===== src/rtl/pbl_pkg.sv =====
package pbl_pkg;
  typedef enum logic [1:0] {
    ST_IDLE = 2'd0,
    ST_LEN  = 2'd1,
    ST_ORG  = 2'd2,
    ST_PAY  = 2'd3
  } ld_state_e;
endpackage


===== src/rtl/pbl_fetch.sv =====
module pbl_fetch #(
  parameter int unsigned         EXT_AW    = 24,
  parameter logic [EXT_AW-1:0]   BOOT_BASE = 24'h800000
) (
  input  logic              clk,
  input  logic              rst_n,
  input  logic              launch_i,
  input  logic              active_i,
  input  logic              mem_valid_i,
  output logic              mem_req_o,
  output logic [EXT_AW-1:0] mem_addr_o
);
  logic [EXT_AW-1:0] addr_q, addr_d;
  logic              addr_en;

  assign addr_en = launch_i | (active_i & mem_valid_i);

  always_comb begin
    addr_d = addr_q;
    if (launch_i)                     addr_d = BOOT_BASE;
    else if (active_i && mem_valid_i) addr_d = addr_q + 1'b1;
  end

  always_ff @(posedge clk or negedge rst_n) begin
    if (!rst_n)       addr_q <= BOOT_BASE;
    else if (addr_en) addr_q <= addr_d;
  end

  assign mem_req_o  = active_i;
  assign mem_addr_o = addr_q;

  // address held while a request waits
  a_r6_addr_hold: assert property (@(posedge clk) disable iff (!rst_n)
    (mem_req_o && !mem_valid_i) |=> $stable(mem_addr_o));
  // address steps by one on each returned read
  a_r6_addr_step: assert property (@(posedge clk) disable iff (!rst_n)
    (mem_req_o && mem_valid_i) |=> (mem_addr_o == $past(mem_addr_o) + 1'b1));
endmodule


===== src/rtl/pbl_word_asm.sv =====
module pbl_word_asm #(
  parameter int unsigned WORD_W = 24,
  parameter int unsigned BYTE_W = 8
) (
  input  logic              clk,
  input  logic              rst_n,
  input  logic              clr_i,
  input  logic              byte_mode_i,
  input  logic              valid_i,
  input  logic [WORD_W-1:0] rdata_i,
  output logic              word_vld_o,
  output logic [WORD_W-1:0] word_o
);
  localparam int unsigned NBYTES = WORD_W / BYTE_W;
  localparam int unsigned CNT_W  = (NBYTES > 1) ? $clog2(NBYTES) : 1;
  localparam int unsigned ACC_W  = WORD_W - BYTE_W;
  localparam logic [CNT_W-1:0] LAST = CNT_W'(NBYTES - 1);

  logic [CNT_W-1:0] cnt_q, cnt_d;
  logic [ACC_W-1:0] acc_q, acc_d;
  logic             byte_last;

  assign byte_last = (cnt_q == LAST);

  always_comb begin
    cnt_d = cnt_q;
    acc_d = acc_q;
    if (clr_i) begin
      cnt_d = '0;
    end else if (valid_i && byte_mode_i) begin
      cnt_d = byte_last ? '0 : cnt_q + 1'b1;
      acc_d = {acc_q[ACC_W-BYTE_W-1:0], rdata_i[BYTE_W-1:0]};
    end
  end

  always_ff @(posedge clk or negedge rst_n) begin
    if (!rst_n) begin
      cnt_q <= '0;
      acc_q <= '0;
    end else begin
      cnt_q <= cnt_d;
      acc_q <= acc_d;
    end
  end

  assign word_vld_o = valid_i & (~byte_mode_i | byte_last);
  assign word_o     = byte_mode_i ? {acc_q, rdata_i[BYTE_W-1:0]} : rdata_i;

  // byte position counter never leaves its range
  a_r5_cnt_range: assert property (@(posedge clk) disable iff (!rst_n)
    cnt_q <= LAST);
  // a byte completing a word returns the counter to the first position
  a_r5_cnt_wrap: assert property (@(posedge clk) disable iff (!rst_n)
    (valid_i && byte_mode_i && !clr_i && byte_last) |=> (cnt_q == '0));
endmodule


===== src/rtl/pbl_ctrl.sv =====
module pbl_ctrl
  import pbl_pkg::*;
#(
  parameter int unsigned WORD_W  = 24,
  parameter int unsigned PRAM_AW = 16
) (
  input  logic               clk,
  input  logic               rst_n,
  input  logic               start_i,
  input  logic               byte_mode_i,
  input  logic               word_vld_i,
  input  logic [WORD_W-1:0]  word_i,
  output logic               launch_o,
  output logic               active_o,
  output logic               mode_o,
  output logic               pram_we_o,
  output logic [PRAM_AW-1:0] pram_addr_o,
  output logic [WORD_W-1:0]  pram_wdata_o,
  output logic               done_o,
  output logic [PRAM_AW-1:0] entry_o
);
  ld_state_e          state_q, state_d;
  logic [WORD_W-1:0]  remain_q, remain_d;
  logic [PRAM_AW-1:0] ptr_q, ptr_d;
  logic [PRAM_AW-1:0] entry_q, entry_d;
  logic               mode_q, mode_d;
  logic               we_q, we_d;
  logic [PRAM_AW-1:0] waddr_q, waddr_d;
  logic [WORD_W-1:0]  wdata_q, wdata_d;
  logic               done_q, done_d;

  assign launch_o = start_i & (state_q == ST_IDLE);

  always_comb begin
    state_d  = state_q;
    remain_d = remain_q;
    ptr_d    = ptr_q;
    entry_d  = entry_q;
    mode_d   = mode_q;
    we_d     = 1'b0;
    waddr_d  = waddr_q;
    wdata_d  = wdata_q;
    done_d   = 1'b0;
    unique case (state_q)
      ST_IDLE: begin
        if (start_i) begin
          state_d = ST_LEN;
          mode_d  = byte_mode_i;
        end
      end
      ST_LEN: begin
        if (word_vld_i) begin
          remain_d = word_i;
          state_d  = ST_ORG;
        end
      end
      ST_ORG: begin
        if (word_vld_i) begin
          ptr_d   = word_i[PRAM_AW-1:0];
          entry_d = word_i[PRAM_AW-1:0];
          if (remain_q == '0) begin
            state_d = ST_IDLE;
            done_d  = 1'b1;
          end else begin
            state_d = ST_PAY;
          end
        end
      end
      ST_PAY: begin
        if (word_vld_i) begin
          we_d     = 1'b1;
          waddr_d  = ptr_q;
          wdata_d  = word_i;
          ptr_d    = ptr_q + 1'b1;
          remain_d = remain_q - 1'b1;
          if (remain_q == WORD_W'(1)) begin
            state_d = ST_IDLE;
            done_d  = 1'b1;
          end
        end
      end
      default: state_d = ST_IDLE;
    endcase
  end

  always_ff @(posedge clk or negedge rst_n) begin
    if (!rst_n) begin
      state_q  <= ST_IDLE;
      remain_q <= '0;
      ptr_q    <= '0;
      entry_q  <= '0;
      mode_q   <= 1'b0;
      we_q     <= 1'b0;
      waddr_q  <= '0;
      wdata_q  <= '0;
      done_q   <= 1'b0;
    end else begin
      state_q  <= state_d;
      remain_q <= remain_d;
      ptr_q    <= ptr_d;
      entry_q  <= entry_d;
      mode_q   <= mode_d;
      we_q     <= we_d;
      waddr_q  <= waddr_d;
      wdata_q  <= wdata_d;
      done_q   <= done_d;
    end
  end

  assign active_o     = (state_q != ST_IDLE);
  assign mode_o       = mode_q;
  assign pram_we_o    = we_q;
  assign pram_addr_o  = waddr_q;
  assign pram_wdata_o = wdata_q;
  assign done_o       = done_q;
  assign entry_o      = entry_q;

  // writes come only from the payload phase
  a_r4_we_payload: assert property (@(posedge clk) disable iff (!rst_n)
    pram_we_o |-> $past(state_q == ST_PAY));
  // done is a single-cycle pulse and the block is idle with it
  a_r7_done_pulse: assert property (@(posedge clk) disable iff (!rst_n)
    done_o |=> !done_o);
  a_r7_done_idle: assert property (@(posedge clk) disable iff (!rst_n)
    done_o |-> !active_o);
  // a zero count ends the load right after the load-address word
  a_r8_zero_count: assert property (@(posedge clk) disable iff (!rst_n)
    (state_q == ST_ORG && word_vld_i && remain_q == '0) |=> (done_o && !pram_we_o));
  // a start pulse during a load does not disturb the phase
  a_r9_start_ignored: assert property (@(posedge clk) disable iff (!rst_n)
    (active_o && start_i && !word_vld_i) |=> $stable(state_q));
endmodule


===== src/rtl/pboot_loader.sv =====
module pboot_loader #(
  parameter int unsigned       EXT_AW    = 24,
  parameter int unsigned       WORD_W    = 24,
  parameter int unsigned       BYTE_W    = 8,
  parameter int unsigned       PRAM_AW   = 16,
  parameter logic [EXT_AW-1:0] BOOT_BASE = 24'h800000
) (
  input  logic               clk,
  input  logic               rst_n,
  input  logic               start_i,
  input  logic               byte_mode_i,
  output logic               mem_req_o,
  output logic [EXT_AW-1:0]  mem_addr_o,
  input  logic [WORD_W-1:0]  mem_rdata_i,
  input  logic               mem_valid_i,
  output logic               pram_we_o,
  output logic [PRAM_AW-1:0] pram_addr_o,
  output logic [WORD_W-1:0]  pram_wdata_o,
  output logic               busy_o,
  output logic               done_o,
  output logic [PRAM_AW-1:0] entry_o
);
  logic              launch, active, mode, word_vld, rd_vld;
  logic [WORD_W-1:0] word;

  assign rd_vld = mem_valid_i & active;

  pbl_fetch #(.EXT_AW(EXT_AW), .BOOT_BASE(BOOT_BASE)) u_fetch (
    .clk(clk), .rst_n(rst_n), .launch_i(launch), .active_i(active),
    .mem_valid_i(mem_valid_i), .mem_req_o(mem_req_o), .mem_addr_o(mem_addr_o)
  );

  pbl_word_asm #(.WORD_W(WORD_W), .BYTE_W(BYTE_W)) u_asm (
    .clk(clk), .rst_n(rst_n), .clr_i(launch), .byte_mode_i(mode),
    .valid_i(rd_vld), .rdata_i(mem_rdata_i),
    .word_vld_o(word_vld), .word_o(word)
  );

  pbl_ctrl #(.WORD_W(WORD_W), .PRAM_AW(PRAM_AW)) u_ctrl (
    .clk(clk), .rst_n(rst_n), .start_i(start_i), .byte_mode_i(byte_mode_i),
    .word_vld_i(word_vld), .word_i(word), .launch_o(launch), .active_o(active),
    .mode_o(mode), .pram_we_o(pram_we_o), .pram_addr_o(pram_addr_o),
    .pram_wdata_o(pram_wdata_o), .done_o(done_o), .entry_o(entry_o)
  );

  assign busy_o = active;

  // nothing is requested or written outside a load
  a_r10_quiet_idle: assert property (@(posedge clk) disable iff (!rst_n)
    !busy_o |-> !mem_req_o);
  // a start pulse while idle makes the block busy on the next cycle
  a_r1_start_busy: assert property (@(posedge clk) disable iff (!rst_n)
    (start_i && !busy_o) |=> busy_o);
endmodule


===== config.mk =====
export PLATFORM = sky130hd
export DESIGN_NAME = pboot_loader
export DESIGN_NICKNAME = d
export VERILOG_FILES = /design/src/rtl/pbl_pkg.sv /design/src/rtl/pbl_fetch.sv /design/src/rtl/pbl_word_asm.sv /design/src/rtl/pbl_ctrl.sv /design/src/rtl/pboot_loader.sv
export SDC_FILE = /design/constraint.sdc
export NUM_CORES = 1
export LEC_CHECK = 0
export ABC_CLOCK_PERIOD_IN_PS = 2000
export BUFFER_PORTS_ARGS = -buffer_cell sky130_fd_sc_hd__clkbuf_2
export CORE_MARGIN = 2
export CORE_UTILIZATION = 51
export DETAILED_ROUTE_END_ITERATION = 16
export GPL_TIMING_DRIVEN = 0
export PLACE_DENSITY = 0.76
export SLEW_MARGIN = 20
export SYNTH_ARGS = -nofsm -noshare
export SYNTH_HDL_FRONTEND = slang
export SYNTH_SLANG_ARGS = --single-unit

===== constraint.sdc =====
create_clock -name clk -period 2 [get_ports clk]
set_input_delay 0.3 -clock clk [delete_from_list [all_inputs] [get_ports clk]]
set_output_delay 0.3 -clock clk [all_outputs]
set_load 0.02 [all_outputs]

== Yosys cells after proc, flatten, opt, wreduce, memory -nomap -nowiden ==
Cells that the tools add are included.

* Flip-flop bits (word level): 143
* Bits in latches: 0
* Memory bits (writable): 0
* ROM bits: 0
* Word-level logic and storage cells: 76
* Memories kept: 0

* Add/sub/neg operators: 4
* Multiply operators: 0
* Div/mod/pow operators: 0
* Order comparisons: 0
* Eq/ne operators: 10
* Shift-type cells: 0
* Muxes and demuxes: 26
* Bitwise logic cells: 7
* Reductions and logical operators: 17

{| class="wikitable"
|+ Operators by type and width
! cell !! number
|-
| 24-bit two-way mux || 5
|-
| 24-bit case mux with 2 select lines || 1
|-
| 16-bit two-way mux || 2
|-
| 16-bit case mux with 2 select lines || 1
|-
| 24-bit by 1-bit adder with 24-bit output, second input constant || 1
|-
| 24-bit by 1-bit == test with 1-bit output, second input constant || 1
|-
| 24-bit zero test || 1
|-
| 24-bit by 1-bit subtractor with 24-bit output, second input constant || 1
|-
| 2-bit two-way mux || 9
|-
| 16-bit by 1-bit adder with 16-bit output, second input constant || 1
|-
| 2-bit AND reduction || 5
|-
| 2-bit nonzero test || 5
|-
| 2-bit inequality test, second input constant || 4
|-
| 2-bit case mux with 4 select lines || 1
|-
| 2-bit == test, second input constant || 3
|-
| 1-bit two-way mux || 6
|-
| 3-bit AND reduction || 2
|-
| 5-bit AND reduction || 1
|-
| 1-bit AND || 3
|-
| 2-bit by 1-bit adder with 2-bit output, second input constant || 1
|-
| 2-bit by 1-bit == test with 1-bit output, second input constant || 1
|-
| 1-bit logical AND || 2
|-
| 2-bit zero test || 1
|-
| 2-bit by 1-bit inequality test with 1-bit output, second input constant || 1
|-
| 3 further kinds || 5
|}

== Longest topological paths before layout ==
Gate-level depths: netlist (run 1).

* Word-level depth: 5
* Gate-level depth with buffers: 9
* Depth with buffers taken out: 7

== Modules after synthesis ==
From an unflattened synthesis (run 1), not the netlist that was laid out.

* Cell total of the unflattened synthesis: 778
* Area, all modules: 7211.9 µm²

{| class="wikitable"
|+ By module, submodules not included
! module !! times used !! cells an instance !! area each (µm²) !! sequential area each (µm²)
|-
| pbl_ctrl || 1 || 578 || 4956.0 || 2527.4
|-
| pbl_fetch || 1 || 129 || 1236.2 || 601.8
|-
| pbl_word_asm || 1 || 70 || 1013.5 || 450.4
|-
| pboot_loader || 1 || 1 || 6.3 || 0.0
|}

== Worst setup path before layout (run 1) ==
OpenSTA, ideal clock, no wires.

* Kind: reg-to-reg
* From: register u_ctrl.remain_q[0]
* To: register u_ctrl.done_q, in the netlist u_ctrl.done_o
* Data arrival time: 1.787 ns
* Required time: 1.928 ns
* Setup slack: 0.141 ns
* Stages on the path, launching flop included: 8
* Buffers on the path: 0
* Clock period less this slack: 1.859 ns
* Path through: dfrtp_1 -> inv_1 -> ha_1 -> or3b_2 -> nor2_4 -> nand3_1 -> mux2_2 -> nor2_1

* Cells in the longest elaborated chain, start to end: 4
* Elaborated cells on any way between the ends: 7
* Classes of those cells: eq/ne (1); mux (5); reduce/logical (1)

{| class="wikitable"
|+ RTL lines
! what !! line !! text
|-
| from (decl) || pbl_ctrl.sv:23 || <nowiki>logic [WORD_W-1:0] remain_q, remain_d;</nowiki>
|-
| from (signal assigned) || pbl_ctrl.sv:99 || <nowiki>remain_q <= remain_d;</nowiki>
|-
| 24-bit by 1-bit == test with 1-bit output / 24-bit zero test (equally long branches) || pbl_ctrl.sv:76, pbl_ctrl.sv:61 ||
|-
| 1-bit two-way mux (on tied branches) || pbl_ctrl.sv:76, pbl_ctrl.sv:61 ||
|-
| 1-bit two-way mux (on tied branches) || pbl_ctrl.sv:70, pbl_ctrl.sv:58 ||
|-
| 1-bit case mux with 2 select lines * || pbl_ctrl.sv:44 || <nowiki>unique case (state_q)</nowiki>
|-
| named net u_ctrl.done_d || pbl_ctrl.sv:30 || <nowiki>logic done_q, done_d;</nowiki>
|-
| to (signal assigned) || pbl_ctrl.sv:106 || <nowiki>done_q <= done_d;</nowiki>
|-
| to (decl) || pbl_ctrl.sv:30 ||
|}

The timed path passes the listed nets; every way through them passes the cells marked *.
A chain may end at the register's enable or synchronous reset.

== Worst setup path in the final report (run 1) ==
* From: register u_asm.cnt_q[0]
* To: register u_ctrl.remain_q[9]

* Cells in the longest elaborated chain, start to end: 5
* Elaborated cells on any way between the ends: 6
* Classes of those cells: eq/ne (3); bitwise (2); reduce/logical (1)

{| class="wikitable"
|+ RTL lines
! what !! line !! text
|-
| from (decl) || pbl_word_asm.sv:19 || <nowiki>logic [CNT_W-1:0] cnt_q, cnt_d;</nowiki>
|-
| from (signal assigned) || pbl_word_asm.sv:41 || <nowiki>cnt_q <= cnt_d;</nowiki>
|-
| 2-bit == test * || pbl_word_asm.sv:23 || <nowiki>assign byte_last = (cnt_q == LAST);</nowiki>
|-
| 1-bit bitwise OR * || pbl_word_asm.sv:46 || <nowiki>assign word_vld_o = valid_i & (~byte_mode_i | byte_last);</nowiki>
|-
| 1-bit AND * || pbl_word_asm.sv:46 ||
|-
| 2-bit inequality test (no line) || -- ||
|-
| 3-bit AND reduction (no line) * || -- ||
|}

Every way passes the cells marked *; elsewhere a longest branch is shown, timed or not.

==> reports/metrics.csv, run 1 <==
stage,metric,value,unit
timing,Slew @ Worst Pin,0.6801,ns
yosys,number of flops mapped to enable cells by yosys,0,
timing,Final Max Slew Viols,0,
yosys,Synthesis Warnings,0,
floorplanning,Die Y,120.1,um
worst_setup_path,flop-to-flop setup slack,0.03,ns
yosys,Synth Flop Type,dfrtp_1,
timing,Max Clk Rate,508.8,MHz
power,Max IR drop VDD,0.0006317,V
cts,clock buffer depth,2,
detailed_routing,# DRC,0,
power,Pwr Density,1226,nW/um^2
finish,share of cells above drive strength 1,28.52,%
yosys,cells after synthesis,708,
job,max-capacitance violation count,0,
finish,"commonest non-fill, non-tap cell in the layout",dfrtp_1,
place,Port Buffer Count,112,
detailed_routing,Pre-antenna DRT Iters,5,
power,Pleak,4.044,nW
timing,post-route setup TNS,0,ns
worst_setup_path,critical path startpoint category,register,
cts,CTS tree,yes,
cts,clock slew at reported path FFs,0.06,ns
yosys,Async SR Flop Fraction,100.0,%
global_route,pin count of the biggest net entering global routing,83,
global_route,GRT Residual Overflow,0,
finish,fin area,8569,um^2
detailed_routing,via count,6071,
yosys,Mean Syn Cell Area,9.713,um^2
yosys,part of the Yosys area used for sequential elements,52.06,%
detailed_routing,drt total wl,19030,um
timing,Layout Skew,0.006082,ns
yosys,share of the synthesized area in the top cell type,51.67,%
cts,# clock sinks,143,
floorplanning,die width,120.1,um
worst_hold_path,Hold Crit Class,input pin to register,
detailed_routing,1st-iter DRT viols,670,
finish,# diodes,0,
global_route,initial antenna violation count,0,
worst_setup_path,critical path required time,2.31,ns
finish,fillers,1043,
finish,final core occ,64.97,%
cts,total CTS buffers,17,
yosys,leading area contributor after synthesis,dfrtp_1,
global_route,first-pass GRT wire length,29780,um
worst_setup_path,critical path data arrival time,2.27,ns
worst_setup_path,CP Class,register to register,
cts,htree depth,4,
timing,max_slew headroom,53.37,%
cts,Root Driver,clkbuf_16,
detailed_routing,Post-DRT Antenna Nets,0,
yosys,"flops & latches, synth",143,
finish,"commonest non-fill, non-tap cells in the layout","dfrtp_1 (140), clkbuf_2 (118), nand2_1 (117), nor2_1 (75), a21oi_1 (58)",
worst_setup_path,CP Capture Type,register,
worst_setup_path,Max Fanout on Critical Path,10,
place,RD Place Congestion,0.9071,
place,post-DP HPWL,12960,um
place,Post-DP Area,7694,um^2
floorplanning,initial core utilization,52.13,%
yosys,Unique masters post-synth,63,
floorplanning,num rows,42,
floorplanning,Die Area,14430,um^2
yosys,Synth Net Count,741,
place,placed cells,997,
floorplanning,core area,13190,um^2
power,total power,10.51,mW
timing,final-report hold violation count,0,
finish,fin cells,1035,
finish,Synth-to-Final Area Change,24.62,%
global_route,gr usage total,26.91,%
cts,Worst-Skew Late Latency,0.43,ns
floorplanning,I/O pins,113,
timing,crit path time final,1.965,ns
global_route,vias in the first global route,5760,
timing,period utilisation layout,98.27,%
detailed_routing,vias per inst,5.866,
finish,final net count,880,
timing,final setup fails,0,
yosys,mapped cell area,6877,um^2
yosys,Area contributors post-synth,"dfrtp_1 (52%), nand2_1 (6.4%), mux2_2 (5.4%)",
detailed_routing,WL/cell,18.39,um
outcome,status,finished clean,
[synth_stat cells (all sizes together) (2+ instances only)]
master,number
xnor2,5
a21oi,60
nor3b,2
nor3,10
o22ai,10
mux2i,10
a22o,3
o2bb2ai,2
mux2,41
buf,19
xor2,15
dfrtp,142
o21ai,41
a31oi,8
o22a,5
and4,5
o211ai,3
and3,7
inv,11
nor2,78
or4,3
a311oi,2
nor4,10
a2bb2oi,7
nand3,24
and2,3
nand4,13
or3,6
clkbuf,20
ha,4
nand2b,4
nand2,118
[path summary, 6_finish.rpt]
check	startpoint	end	cells past startpoint
setup / recovery	u_asm.cnt_q[0]	u_ctrl.remain_q[9]	6
hold / removal	byte_mode_i	u_ctrl.mode_o	2
setup reg to reg	u_asm.cnt_q[0]	u_ctrl.remain_q[9]	6
hold reg to reg	u_ctrl.pram_addr_o[1]	u_ctrl.pram_addr_o[1]	2
max in group asynchronous	rst_n	u_ctrl.remain_q[0]	3
min in group asynchronous	rst_n	u_fetch.mem_addr_o[8]	2
[logic make-up (layout without fill, tap and decap cells)]
group | Yosys count | count (layout) | synth area share, %
xor gates and xnor gates | 20 | 20 | 2.547
buffers and inverters | 50 | 201 | 3.111
AOI/OAI and AO/OA | 154 | 154 | 13.50
DFF | 143 | 143 | 52.06
muxes | 51 | 51 | 8.170
adders and majority gates | 4 | 4 | 0.7278
and+or+nand+nor | 286 | 286 | 19.89
[layout make-up]
class                           instances  area, um^2  area share, %
Multi-Input combinational cell        515        3222          37.60
Sequential cell                       143        3582          41.80
Clock inverter                         11       187.7          2.190
Timing Repair Buffer                  122       666.9          7.782
Tap cell                              176       220.2          2.570
Inverter                               11       41.29         0.4818
Clock buffer                           20       456.7          5.329
Buffer                                 37       192.7          2.249
[registers in the layout (all words and copies together) (netlist names)]
signal	count
u_ctrl.state_q	2
u_asm.cnt_q	2
u_ctrl.remain_q	24
u_ctrl.pram_we_o	1
u_asm.acc_q	16
u_ctrl.done_o	1
u_ctrl.pram_addr_o	16
u_ctrl.mode_o	1
u_ctrl.entry_o	16
u_fetch.mem_addr_o	24
u_ctrl.pram_wdata_o	24
u_ctrl.ptr_q	16
[metrics by stage]
stage	hold slack, ns	setup WS (ns)
floorplan	0.004409	0.1405
global placement	0.4590	-1.768
detailed placement	0.3883	-0.1335
CTS	0.1079	0.006306
global route	0.1147	-0.02770
finish	0.1169	0.03469
[critical path: stages (launching register included)]
cell	delay [ns]
dfrtp_1	0.40
nand2b_1	0.26
a21oi_2	0.27
and2_1	0.37
buf_2	0.33
nand2_1	0.08
o2bb2ai_1	0.13
[power by group]
group / switching (mW) / leakage (nW) / internal [mW] / total (mW)
Sequential: 0.769 / 1.80 / 3.60 / 4.37
Combinational: 1.56 / 1.93 / 1.11 / 2.67
Clock: 1.20 / 0.320 / 2.26 / 3.47
Total: 3.53 / 4.04 / 6.98 / 10.5
[routing by layer]
metal  wire, um  GRT usage, %
met2       9037         42.40
met5          0             0
met4        648         12.79
met1       7955         35.25
met3       1389         6.226
[repair_timing]
item	CTS	global route
buffers inserted	3	5
gates resized for setup	15	33
endpoints found under the setup margin	84	62
cloned	0	0
hold endpoints to repair	81	0
hold buffers	1	0
pin swaps	2	5
No activity file was read; power rests on OpenSTA's default activity.
==> inputs of run 2 (changes only) <==
ABC_AREA = 1   (was not set)
CORE_UTILIZATION = 52   (was 51)
PLACE_DENSITY = 0.77   (was 0.76)
==> reports/metrics.csv, run 2 <==
stage,metric,value,unit
timing,crit path time final,1.852,ns
detailed_routing,# DRC,0,
place,post-DP HPWL,15930,um
finish,share of cells above drive strength 1,17.38,%
timing,Max Clk Rate,539.9,MHz
yosys,number of flops mapped to enable cells by yosys,0,
yosys,"count leader, synth",nand2_1,
yosys,cells after synthesis,1016,
floorplanning,initial core utilization,53.65,%
yosys,leading area contributor after synthesis,dfrtp_1,
yosys,Synth Net Count,1049,
yosys,mux share of post-synthesis cell area,0,%
place,Port Buffer Count,112,
timing,final setup fails,0,
worst_setup_path,critical path data arrival time,1.55,ns
yosys,Mean Syn Cell Area,7.415,um^2
yosys,Compound-Gate Fraction of Synth Area,11.86,%
floorplanning,Die Area,15470,um^2
yosys,Simple-Gate Fraction of Synth Area,31.69,%
outcome,status,finished clean,
worst_hold_path,Hold Crit Class,input pin to register,
power,Max IR drop VDD,0.0007280,V
floorplanning,num rows,43,
yosys,"flops & latches, synth",143,
yosys,share of the synthesized area in the top cell type,47.17,%
detailed_routing,drt total wl,21410,um
worst_setup_path,CP Capture Type,output port,
finish,multi-input logic area,3397,um^2
finish,# diodes,0,
detailed_routing,Post-DRT Antenna Nets,0,
timing,Slew @ Worst Pin,0.7014,ns
cts,Root Driver,clkbuf_16,
detailed_routing,1st-iter DRT viols,648,
detailed_routing,vias per inst,5.425,
finish,final core occ,63.58,%
yosys,mapped cell area,7533,um^2
cts,Worst-Skew Late Latency,0.43,ns
power,Pleak,4.475,nW
global_route,gr usage total,28.03,%
yosys,part of the Yosys area used for sequential elements,47.52,%
power,combinational cell fraction of total power,41.4,%
finish,flip-flop and latch area,3580,um^2
yosys,Synth Flop Type,dfrtp_1,
timing,Final Max Slew Viols,0,
worst_setup_path,CP Class,register to output port,
cts,clock buffer depth,2,
timing,Layout Skew,0.005779,ns
timing,RSZ-0062 raised after global routing,false,
global_route,initial antenna violation count,0,
job,max-capacitance violation count,0,
power,sequential share of power,36.5,%
yosys,Synth Area in Adders,0.6643,%
place,RD Place Congestion,0.9706,
global_route,first-pass GRT wire length,34590,um
detailed_routing,via count,7280,
cts,htree depth,4,
global_route,GRT Residual Overflow,0,
yosys,Area contributors post-synth,"dfrtp_1 (47%), nand2_1 (17%), nor2_1 (6.9%)",
power,switching share of power,44.09,%
cts,CTS tree,yes,
floorplanning,I/O pins,113,
yosys,Unique masters post-synth,46,
floorplanning,die width,124.4,um
power,Clock Power Share,22.1,%
finish,Synth-to-Final Area Change,18.52,%
detailed_routing,WL/cell,15.95,um
cts,clock slew at reported path FFs,0.06,ns
yosys,largest family of logic cells by synthesized area,simple AND/OR/NAND/NOR gates,
power,Pwr Density,1520,nW/um^2
yosys,Synthesis Warnings,0,
worst_setup_path,critical path startpoint category,register,
timing,period utilisation layout,92.61,%
detailed_routing,Pre-antenna DRT Iters,5,
finish,fillers,1237,
yosys,Post-synth top cells,"nand2_1 (335), dfrtp_1 (142), nor2_1 (139)",
timing,final-report hold violation count,0,
finish,"commonest non-fill, non-tap cell in the layout",nand2_1,
cts,# clock sinks,143,
floorplanning,core area,14040,um^2
power,cell internal pwr,7.590,mW
timing,max_slew headroom,52.75,%
power,total power,13.58,mW
global_route,vias in the first global route,6936,
finish,"commonest non-fill, non-tap cells in the layout","nand2_1 (335), dfrtp_1 (142), nor2_1 (139), clkbuf_2 (112), inv_1 (85)",
worst_setup_path,Max Fanout on Critical Path,7,
global_route,pin count of the biggest net entering global routing,81,
cts,total CTS buffers,17,
power,switching power,5.986,mW
worst_setup_path,critical path required time,1.70,ns
finish,final net count,1182,
floorplanning,Die Y,124.4,um
yosys,Post-Synth XOR/XNOR Area,0.8138,%
yosys,Async SR Flop Fraction,100.0,%
[run 2: cell types whose count changed after synthesis, moves of 8 or more]
| cell | change |
|---|---|
| inv_1 | +76 |
| o21ai_1 | +10 |
| mux2_1 | -8 |
| clkbuf_1 | -16 |
| nor2_1 | +63 |
| xor2_1 | -8 |
| nand3_1 | +27 |
| o22ai_1 | -9 |
| o21ai_0 | +52 |
| a21oi_1 | -40 |
| nand2_1 | +217 |
| mux2_2 | -33 |
| mux2i_1 | -10 |
| nand4_1 | +8 |
[run 2: layer usage]
layer / wire length, um / GRT usage, % / up-vias
li1: - / - / 3540
met1: 8816 / 35.68 / 3393
met2: 10400 / 45.64 / 283
met3: 1352 / 4.983 / 64
met4: 844 / 15.00 / 0
met5: 0 / 0 / -
[run 2: repair_timing]
action | 4_1_cts | 5_1_grt
buffers inserted | 0 | 0
endpoints found under the hold margin | 63 | 0
hold buffers | 1 | 0
resized for setup | 1 | 1
setup endpoints to repair | 2 | 2
[run 2: metrics by stage]
| step | cell area [um^2] | instances | setup WS, ns | TNS [ns] | hold WS [ns] |
|---|---|---|---|---|---|
| 6_report | 8929 | 1342 | 0.1477 | 0 | 0.1092 |
| 5_1_grt | 8929 | 1342 | 0.02928 | 0 | 0.1256 |
| 4_1_cts | 8924 | 1342 | 0.1366 | 0 | 0.09659 |
| 3_5_place_dp | 8356 | 1309 | -0.08321 | -0.1140 | 0.3268 |
| 3_3_place_gp | 8319 | 1308 | -1.778 | -251.58 | 0.4419 |
| 2_1_floorplan | 7533 | 1016 | 0.5339 | 0 | 0.004409 |
[run 2: worst max-delay path, stage by stage (launching register included)]
cell and delay, ns:
dfrtp_1 0.46, nor2_2 0.26, inv_2 0.12, buf_4 0.14, clkbuf_2 0.14
[run 2: worst paths after layout]
path | slack (ns) | end | start | cells past startpoint
worst max register to register | 0.20 | u_ctrl.ptr_q[11] | u_ctrl.mode_o | 6
worst max-delay path | 0.15 | mem_req_o | u_ctrl.state_q[0] | 4
worst min-delay path | 0.11 | u_ctrl.mode_o | byte_mode_i | 3
worst min register to register | 0.46 | u_asm.cnt_q[0] | u_asm.cnt_q[1] | 1
max in group asynchronous | 0.73 | u_fetch.mem_addr_o[23] | rst_n | 3
min in group asynchronous | 0.43 | u_ctrl.pram_wdata_o[2] | rst_n | 2
[run 2: kinds of logic after synthesis]
family	after synthesis
xor+xnor	7
simple gates	576
fa+ha+maj	4
buf+inv	128
compound gates	158
flops	143
[run 2: final cells by class]
cell class,instances,area share [%]
Clock buffer,19,4.961
Inverter,93,3.910
Sequential cell,143,40.09
Tap cell,180,2.522
Clock inverter,13,1.289
Timing Repair Buffer,114,6.797
Buffer,35,2.382
Multi-Input combinational cell,745,38.05
[run 2: power groups by stage]
stage               sequential [mW]  combinational [mW]  clock (mW)
detailed placement             4.97                5.56           0
finish                         4.95                5.62        3.00
global route                   5.11                6.20        3.15
floorplan                      5.51                3.09           0
CTS                            4.94                5.59        3.02
global placement               4.93                5.44           0
